File: config.mk
export PLATFORM = sky130hd
export DESIGN_NAME = fp_clk_divider
export DESIGN_NICKNAME = d
export VERILOG_FILES = /design/src/rtl/fpdiv_pkg.sv /design/src/rtl/fpdiv_phase.sv /design/src/rtl/fpdiv_edge.sv /design/src/rtl/fp_clk_divider.sv
export SDC_FILE = /design/constraint.sdc
export NUM_CORES = 1
export LEC_CHECK = 0
export ABC_CLOCK_PERIOD_IN_PS = 2100
export BUFFER_PORTS_ARGS = -buffer_cell sky130_fd_sc_hd__buf_4
export CAP_MARGIN = 20
export CORE_UTILIZATION = 27
export CTS_BUF_LIST = sky130_fd_sc_hd__clkbuf_4 sky130_fd_sc_hd__clkbuf_8 sky130_fd_sc_hd__clkbuf_16
export CTS_CLUSTER_SIZE = 24
export DETAILED_ROUTE_END_ITERATION = 7
export GPL_ROUTABILITY_DRIVEN = 1
export SLEW_MARGIN = 0
export SYNTH_ARGS = -nofsm -noshare
export SYNTH_HDL_FRONTEND = slang
export SYNTH_SLANG_ARGS = --single-unit
File: constraint.sdc
create_clock -name clk -period 2.1 [get_ports clk]
set_input_delay 0.21 -clock clk [delete_from_list [all_inputs] [get_ports clk]]
set_output_delay 0.21 -clock clk [all_outputs]
set_load 0.01 [all_outputs]
File: src/rtl/fpdiv_pkg.sv
package fpdiv_pkg;

    typedef enum logic [1:0] {
        EDGE_NONE = 2'd0,
        EDGE_RISE = 2'd1,
        EDGE_FALL = 2'd2
    } edge_e;

    // Half output period in input cycles, fixed point with frac_w fraction bits.
    function automatic longint half_ratio(input longint fin, input longint fout,
                                          input int frac_w, input bit frac_mode);
        longint one;
        one = longint'(1) << frac_w;
        if (fout <= 0 || 2 * fout > fin)
            return one;
        if (frac_mode)
            return ((fin << frac_w) + fout) / (2 * fout);
        return ((fin + fout) / (2 * fout)) << frac_w;
    endfunction

    // Integer bits the accumulator needs: it must hold a value below H + 1.0.
    function automatic int whole_bits(input longint half, input int frac_w);
        longint span;
        int     b;
        span = (half >> frac_w) + 2;
        b = $clog2(span);
        return (b < 2) ? 2 : b;
    endfunction

endpackage

File: src/rtl/fpdiv_phase.sv
module fpdiv_phase #(
    parameter int              FRAC_W     = 16,
    parameter int              ACC_W      = 18,
    parameter bit              FRACTIONAL = 1'b1,
    parameter logic [ACC_W-1:0] HALF      = 18'h10000
) (
    input  logic clk,
    input  logic rst,
    output logic tick
);

    localparam int WHOLE_W = ACC_W - FRAC_W;
    localparam logic [ACC_W-1:0] ONE = {{(WHOLE_W-1){1'b0}}, 1'b1, {FRAC_W{1'b0}}};

    logic seen_q;
    always_ff @(posedge clk) seen_q <= 1'b1;

    if (FRACTIONAL) begin : g_frac
        typedef struct packed {
            logic [ACC_W-1:0] acc;
        } phase_t;

        phase_t           ph_q, ph_d;
        logic [ACC_W-1:0] rem_d;
        logic             fire_d;

        always_comb begin
            ph_d   = ph_q;
            rem_d  = ph_q.acc - ONE;
            fire_d = (rem_d < ONE);
            if (fire_d)
                ph_d.acc = rem_d + HALF;
            else
                ph_d.acc = rem_d;
        end

        always_ff @(posedge clk) begin
            if (rst)
                ph_q.acc <= HALF;
            else
                ph_q <= ph_d;
        end

        assign tick = fire_d;

        // the remainder never falls below one whole input cycle
        a_r3_acc_floor: assert property (@(posedge clk) disable iff (rst)
            seen_q |-> (ph_q.acc >= ONE));
        // the remainder stays below H + 1.0 so nothing wraps
        a_r3_acc_ceiling: assert property (@(posedge clk) disable iff (rst)
            seen_q |-> ({1'b0, ph_q.acc} < ({1'b0, HALF} + {1'b0, ONE})));
    end else begin : g_int
        localparam logic [WHOLE_W-1:0] H_WHOLE = HALF[ACC_W-1:FRAC_W];
        localparam logic [WHOLE_W-1:0] CNT_ONE = {{(WHOLE_W-1){1'b0}}, 1'b1};

        typedef struct packed {
            logic [WHOLE_W-1:0] cnt;
        } count_t;

        count_t cn_q, cn_d;
        logic   fire_d;

        always_comb begin
            cn_d   = cn_q;
            fire_d = (cn_q.cnt == CNT_ONE);
            if (fire_d)
                cn_d.cnt = H_WHOLE;
            else
                cn_d.cnt = cn_q.cnt - CNT_ONE;
        end

        always_ff @(posedge clk) begin
            if (rst)
                cn_q.cnt <= H_WHOLE;
            else
                cn_q <= cn_d;
        end

        assign tick = fire_d;

        // the whole-cycle counter stays within 1..H
        a_r2_count_range: assert property (@(posedge clk) disable iff (rst)
            seen_q |-> (cn_q.cnt >= CNT_ONE && cn_q.cnt <= H_WHOLE));
        // the counter reloads one edge after it reaches 1
        a_r2_reload: assert property (@(posedge clk) disable iff (rst)
            seen_q && cn_q.cnt == CNT_ONE |=> cn_q.cnt == H_WHOLE);
    end

endmodule

File: src/rtl/fpdiv_edge.sv
module fpdiv_edge
    import fpdiv_pkg::*;
(
    input  logic clk,
    input  logic rst,
    input  logic tick,
    output logic clk_out,
    output logic rise_stb,
    output logic fall_stb
);

    typedef struct packed {
        logic  level;
        edge_e kind;
    } wave_t;

    wave_t wv_q, wv_d;

    always_comb begin
        wv_d      = wv_q;
        wv_d.kind = EDGE_NONE;
        if (tick) begin
            wv_d.level = ~wv_q.level;
            wv_d.kind  = wv_q.level ? EDGE_FALL : EDGE_RISE;
        end
    end

    always_ff @(posedge clk) begin
        if (rst) begin
            wv_q.level <= 1'b0;
            wv_q.kind  <= EDGE_NONE;
        end else begin
            wv_q <= wv_d;
        end
    end

    assign clk_out  = wv_q.level;
    assign rise_stb = (wv_q.kind == EDGE_RISE);
    assign fall_stb = (wv_q.kind == EDGE_FALL);

    logic seen_q;
    always_ff @(posedge clk) seen_q <= 1'b1;

    // the strobes are mutually exclusive
    a_r7_strobe_excl: assert property (@(posedge clk) disable iff (rst)
        !(rise_stb && fall_stb));
    // a rise strobe sits on a fresh 0 -> 1 transition
    a_r5_rise_edge: assert property (@(posedge clk) disable iff (rst)
        seen_q && rise_stb |-> clk_out && !$past(clk_out));
    // a fall strobe sits on a fresh 1 -> 0 transition
    a_r6_fall_edge: assert property (@(posedge clk) disable iff (rst)
        seen_q && fall_stb |-> !clk_out && $past(clk_out));
    // one edge after reset is sampled, every output is low
    a_r8_reset_quiet: assert property (@(posedge clk) disable iff (!seen_q)
        $past(rst) |-> !clk_out && !rise_stb && !fall_stb);

endmodule

File: src/rtl/fp_clk_divider.sv
module fp_clk_divider
    import fpdiv_pkg::*;
#(
    parameter longint CLK_IN_HZ  = 100_000_000,
    parameter longint CLK_OUT_HZ = 3_579_545,
    parameter bit     FRACTIONAL = 1'b1,
    parameter int     INT_W      = 24,
    parameter int     FRAC_W     = 16
) (
    input  logic clk,
    input  logic rst,
    output logic clk_out,
    output logic rise_stb,
    output logic fall_stb
);

    localparam longint HALF_L = half_ratio(CLK_IN_HZ, CLK_OUT_HZ, FRAC_W, FRACTIONAL);
    localparam int     IBITS  = whole_bits(HALF_L, FRAC_W);
    localparam int     ACC_W  = FRAC_W + IBITS;
    localparam logic [ACC_W-1:0] HALF = HALF_L[ACC_W-1:0];

    if (CLK_OUT_HZ <= 0 || 2 * CLK_OUT_HZ > CLK_IN_HZ) begin : g_bad_rate
        $error("fp_clk_divider: output rate must be positive and at most half the input rate");
    end
    if (IBITS > INT_W) begin : g_bad_width
        $error("fp_clk_divider: divide ratio needs more integer bits than INT_W allows");
    end

    logic tick;

    fpdiv_phase #(
        .FRAC_W     (FRAC_W),
        .ACC_W      (ACC_W),
        .FRACTIONAL (FRACTIONAL),
        .HALF       (HALF)
    ) u_phase (
        .clk  (clk),
        .rst  (rst),
        .tick (tick)
    );

    fpdiv_edge u_edge (
        .clk      (clk),
        .rst      (rst),
        .tick     (tick),
        .clk_out  (clk_out),
        .rise_stb (rise_stb),
        .fall_stb (fall_stb)
    );

    logic seen_q;
    always_ff @(posedge clk) seen_q <= 1'b1;

    // the output changes one edge after the accumulator fires
    a_r4_toggle_on_tick: assert property (@(posedge clk) disable iff (rst)
        seen_q && tick |=> clk_out != $past(clk_out));
    // the output holds when the accumulator does not fire
    a_r4_hold_no_tick: assert property (@(posedge clk) disable iff (rst)
        seen_q && !tick |=> $stable(clk_out));

endmodule

==> impl_metrics.tcl, run 1 <==
set metrics [dict create \
    min_delay_path_depth 2 \
    crit_path_start_kind "flop" \
    yosys.cell_types.count 37 \
    insertion_delay_ns 0.29 \
    synth.ff_latch_count 18 \
    clock_tree.htree_level_count 1 \
    die-area_sq_mm 0.00384 \
    clock_tree.root_cell "clkbuf_4" \
    period_minus_slack_ns 1.95 \
    total_neg_setup_slack_ns 0 \
    rel_slew_slack 0.749 \
    setup.worst_path.end_class "flop" \
    placement.cell_area_sq_mm 0.00106 \
    final_total_power_mw 0.678 \
    post_synthesis_instance_total 107 \
    post-synth-top-area-cell "dfxtp_1" \
    multi_input_area_sq_um 573 \
    std_cell_rows 21 \
    worst_pin_slew_ns 0.373 \
    r2r_cells 7 \
    grt_start_max_net_pins 21 \
    dieWidth_microns 62.0 \
    wirelength_per_cell_microns 10.7 \
    hp-class "input port to flop" \
    num-nets-final 125 \
    total_wire_length_after_detailed_routing_microns 1740 \
    drtPass1Iterations 4 \
    grt_first_pass_wirelength_microns 2880 \
    cp_max_fo 9 \
    ff_latch_area_sq_um 362 \
    cts_hold_repair.buffers 0 \
    synth_sequential_area_ratio 0.371 \
    power.leakage_nw 0.418 \
    cts_made_buffers 3 \
    diodes 0 \
    routed_via_density 4.76 \
    synth_fp_nets 114 \
    final_common_cell "dfxtp_1" \
    r2r_start "u_phase.g_frac.ph_q[16]" \
    timing.final.setup_violations 0 \
    grt_pass1_vias 676 \
    boundaryPins 5 \
    synth_area_leaders "dfxtp_1 (37%), ha_1 (6.4%), o21ai_0 (4.1%)" \
    path_clk_slew_ns 0.10 \
    peakVddDrop_mv 0.201 \
    max_cap_violations 0 \
    timing.reg2reg.setup_slack_ns 0.15 \
    synth-warning-count 0 \
    vias 776 \
    final_min_period_over_clock_period 0.931 \
    hold_path_end "u_edge.clk_out" \
    place_hpwl_microns 1290 \
    placed_instance_count 156 \
    report.final.hold_viol_count 0 \
    cp_data_arrival_time_ns 2.14 \
    crit_required_ns 2.28 \
    core_region_area_sq_mm 0.00339 \
    final_cell_mix "dfxtp_1 (17), nor2_1 (10), buf_4 (10), o21ai_0 (8)" \
    final.setup_skew_ns 0.00315 \
    final_area_sq_mm 0.00113 \
    status "finished clean" \
    non_filler_cells_final 163 \
    starting_utilization_of_the_core_area 0.286 \
    filler_cells 347 \
    fmaxAchievable_mhz 512 \
    layout_overhead_on_the_synthesized_area_pct 16.0 \
    clk_path_buf_depth 2 \
    power_density_mw_per_mm2 602 \
    report.final.slew_viol_count 0 \
    die_height_microns 62.0 \
    detail_route.iter0.violations 27 \
    unrepaired_setup_endpoints_after_global_routing "false" \
    tritoncts "built" \
    grt_overflow_total 0 \
    synthesis.area_per_instance_sq_um 9.07 \
    hold_path_startpoint "rst" \
    grt_antenna_before_repair 0 \
    worst_r2r_endpoint "u_phase.g_frac.ph_q[9]" \
    drive_gt1_frac 0.214 \
    timing.setup.critical_path_class "flop to flop" \
    route.antenna.remaining_nets 0 \
    syn_area_sq_um 971 \
    yosys.area.top_type_share 0.371 \
    gp_routability_congestion 0.736 \
    drc 0 \
    port_buffers 4 \
    numClockSinks 18 \
    grt_usage 0.104 \
]
==> final cells by class <==
cell class | count | area share
multi-input cells | 79 | 0.509
well taps | 46 | 0.0511
flip-flops and latches | 18 | 0.321
inverters | 6 | 0.0200
clock buffers | 4 | 0.0322
repair buffers | 10 | 0.0667
==> what timing repair did <==
action / 4_1_cts / 5_1_grt
resized for setup: 1 / 1
setup buffers: 0 / 3
pin swaps: 0 / 2
setup endpoints to repair: 2 / 2
hold endpoints to repair: 0 / 0
==> report_power, final <==
group / switching [mW] / leakage [nW] / internal (mW)
sequential: 0.0144 / 0.147 / 0.355
combinational: 0.0492 / 0.251 / 0.0445
clock: 0.109 / 0.0210 / 0.106
total: 0.173 / 0.418 / 0.505
==> per-stage QoR <==
| stage | util | setup slack, ns | hold WS (ns) |
|---|---|---|---|
| 3_5_place_dp | 0.313 | 0.000332 | 0.489 |
| 2_1_floorplan | - | 0.126 | 0.471 |
| 6_report | 0.332 | 0.145 | 0.221 |
| 3_3_place_gp | 0.313 | 0.114 | 0.481 |
| 4_1_cts | 0.325 | 0.0858 | 0.221 |
| 5_1_grt | 0.332 | 0.0180 | 0.221 |
==> flip-flops by register name, summed over array words and instances, names as in the netlist <==
register,count
u_edge.clk_out,1
u_edge.wv_q,2
u_phase.g_frac.ph_q,15
==> worst max-delay path, cell delays in order, from the launching register on <==
cell	delay, ns
dfxtp_1	0.37
inv_1	0.09
ha_1	0.24
nor3b_2	0.25
a31oi_4	0.17
buf_4	0.21
o21ai_0	0.15
or3b_1	0.36
==> worst max path at each step <==
stage | cells past startpoint | from | to
2_1_floorplan | 6 | u_phase.g_frac.ph_q[16] | u_phase.g_frac.ph_q[16]
3_3_place_gp | 6 | u_phase.g_frac.ph_q[17] | u_phase.g_frac.ph_q[16]
3_5_place_dp | 7 | u_phase.g_frac.ph_q[17] | u_phase.g_frac.ph_q[8]
4_1_cts | 7 | u_phase.g_frac.ph_q[17] | u_phase.g_frac.ph_q[8]
5_1_grt | 7 | u_phase.g_frac.ph_q[16] | u_phase.g_frac.ph_q[7]
6_report | 7 | u_phase.g_frac.ph_q[16] | u_phase.g_frac.ph_q[9]
==> cells in the mapped netlist, drive strengths merged <==
cell / n
a21oi: 3
a211o: 2
a21o: 1
nor2b: 5
mux2: 1
o21ai: 8
buf: 2
and4b: 1
nor4: 4
a21boi: 2
and2: 1
a21bo: 1
clkbuf: 2
mux2i: 2
inv: 6
xnor2: 1
nor3: 6
a31oi: 1
xor2: 3
nor3b: 3
ha: 5
nand2: 2
nand2b: 1
nor2: 10
o31ai: 1
or4: 2
or3b: 4
dfxtp: 18
o31a: 2
or2: 1
or3: 6
==> kinds of logic (layout without fill, tap and decap cells) <==
logic type      Yosys count  count (layout)  synth area share
flops                    18              18             0.371
xor+xnor                  4               4            0.0361
mux                       3               3            0.0322
buf+inv                  10              20            0.0438
compound gates           21              21             0.157
fa+ha+maj                 5               5            0.0644
simple gates             46              46             0.295
==> per-layer routing <==
metal	routed length, microns	global-route usage	vias up
li1	-	-	399
met1	821	0.125	366
met2	841	0.169	7
met3	31	0.0124	4
met4	47	0.0762	0
met5	0	0	-
Note: power is estimated with default switching activity, not from simulation.
==> inputs of run 2 (changes only) <==
- SETUP_SLACK_MARGIN: not set -> 0.4
==> run 2 against run 1 <==
Effect of this change:
- clock skew shrank 0.0014 ns
- flip-flop and latch count unchanged
- critical path depth decreased by 2
- wire length rose by 39%
- critical endpoint is now u_phase.g_frac.ph_q[15]
- non-clock buffer count is 11 higher
- combinational power up 70%
- global-route usage increased by 3.4 points
- first-iteration DRC count increased by 41%
- die area is the same
- worst hold slack gained 0.0076 ns
- maximum frequency rose by 5.2%
- sequential share of layout area fell by 5.6 points
==> impl_metrics.tcl, run 2 (same netlist as run 1, synthesis figures left out) <==
set metrics [dict create \
    diodes 0 \
    total_neg_setup_slack_ns 0 \
    rel_slew_slack 0.564 \
    grt_pass1_vias 853 \
    die-area_sq_mm 0.00384 \
    filler_cells 320 \
    worst_pin_slew_ns 0.653 \
    numClockSinks 18 \
    status "finished clean" \
    critPathTopFamily "simple AND/OR/NAND/NOR gates" \
    final_area_sq_mm 0.00139 \
    fmaxAchievable_mhz 538 \
    critical_path.cell_chain "buf_4, or3_4, a31oi_4, nor4_1, or3_1" \
    drc 0 \
    power.leakage_nw 0.531 \
    boundaryPins 5 \
    std_cell_rows 21 \
    grt_first_pass_wirelength_microns 3860 \
    report.final.slew_viol_count 0 \
    layout_overhead_on_the_synthesized_area_pct 42.7 \
    clk_path_buf_depth 2 \
    hp-class "input port to flop" \
    cp_max_fo 7 \
    routed_via_density 4.96 \
    path_clk_slew_ns 0.10 \
    grt_start_max_net_pins 21 \
    path_buf_inv 1 \
    insertion_delay_ns 0.29 \
    fin_util 0.409 \
    total_wire_length_after_detailed_routing_microns 2410 \
    regMostFlops "u_phase.g_frac.ph_q" \
    multi_input_area_sq_um 717 \
    period_minus_slack_ns 1.86 \
    power_density_mw_per_mm2 524 \
    cp_num_cells 5 \
    grt_usage 0.138 \
    critPathMaxStageDelay_ns 0.41 \
    placement.cell_area_sq_mm 0.00106 \
    largest_register_ffs 15 \
    grt_antenna_before_repair 0 \
    max_cap_violations 0 \
    dieWidth_microns 62.0 \
    peakVddDrop_mv 0.153 \
    setup.worst_path.end_class "flop" \
    place_hpwl_microns 1280 \
    grt_overflow_total 0 \
    wirelength_per_cell_microns 13.7 \
    detail_route.iter0.violations 38 \
    tritoncts "built" \
    drive_gt1_frac 0.392 \
    starting_utilization_of_the_core_area 0.286 \
    unrepaired_setup_endpoints_after_global_routing "true" \
    port_buffers 4 \
    crit_required_ns 2.28 \
    clock_tree.root_cell "clkbuf_4" \
    timing.setup.critical_path_class "flop to flop" \
    critical_path_slowest_stage_cell "or3_4" \
    min_delay_path_depth 2 \
    crit_path_start_kind "flop" \
    cp_data_arrival_time_ns 2.04 \
    report.final.hold_viol_count 0 \
    cts_made_buffers 3 \
    cts_hold_repair.buffers 0 \
    die_height_microns 62.0 \
    final.setup_skew_ns 0.00177 \
    vias 873 \
    drtPass1Iterations 4 \
    clock_tree.htree_level_count 1 \
    route.antenna.remaining_nets 0 \
    num-nets-final 138 \
    ff_latch_area_sq_um 368 \
    gp_routability_congestion 0.734 \
    final_cell_mix "buf_4 (16), dfxtp_1 (16), nor2_1 (10), nor2b_1 (5)" \
    timing.final.setup_violations 0 \
    r2r_cells 5 \
    core_region_area_sq_mm 0.00339 \
    final_min_period_over_clock_period 0.885 \
]
==> run 2: final cells by class <==
cell class                      count  area share
Multi-Input combinational cell     81       0.518
Sequential cell                    18       0.266
Timing Repair Buffer               21       0.134
Tap cell                           46      0.0416
Clock buffer                        4      0.0217
Inverter                            6      0.0199
==> run 2: worst paths after layout <==
path                                              start  slack, ns                       to
worst max-delay path            u_phase.g_frac.ph_q[16]       0.24  u_phase.g_frac.ph_q[15]
worst min-delay path                                rst       0.23  u_phase.g_frac.ph_q[11]
worst max register to register  u_phase.g_frac.ph_q[16]       0.24  u_phase.g_frac.ph_q[15]
worst min register to register           u_edge.clk_out       0.51           u_edge.wv_q[0]
==> run 2: through the flow <==
stage	power (mW)	setup slack (ns)	hold slack [ns]	cells
2_1_floorplan	0.449	0.405	0.471	107
3_3_place_gp	0.464	0.164	0.482	153
3_5_place_dp	0.468	0.0947	0.500	153
4_1_cts	0.714	0.275	0.215	170
5_1_grt	0.765	0.196	0.244	176
6_report	0.726	0.241	0.229	176
==> run 2: power breakdown <==
part           leakage [nW]  internal (mW)  switching [mW]
Clock                0.0184         0.0867           0.105
Sequential            0.147          0.355          0.0194
Combinational         0.366         0.0801          0.0789
Total                 0.531          0.522           0.204
==> run 2: timing repair <==
action / CTS / global route
pin swaps: 9 / 5
setup endpoints to repair: 15 / 15
cloned: 2 / 0
setup buffers: 11 / 6
resized for setup: 18 / 10
==> run 2: metal layers <==
metal / track usage / vias up / share of wire
met4: 0.0667 / 0 / 0.012
li1: - / 434 / -
met1: 0.179 / 417 / 0.44
met5: 0 / - / 0
met3: 0.0228 / 4 / 0.030
met2: 0.220 / 18 / 0.51
==> run 2: worst register-to-register path, cell delays in order (launching register included) <==
cell and delay (ns):
dfxtp_4 0.38, buf_4 0.15, or3_4 0.41, a31oi_4 0.33, nor4_1 0.12, or3_1 0.36
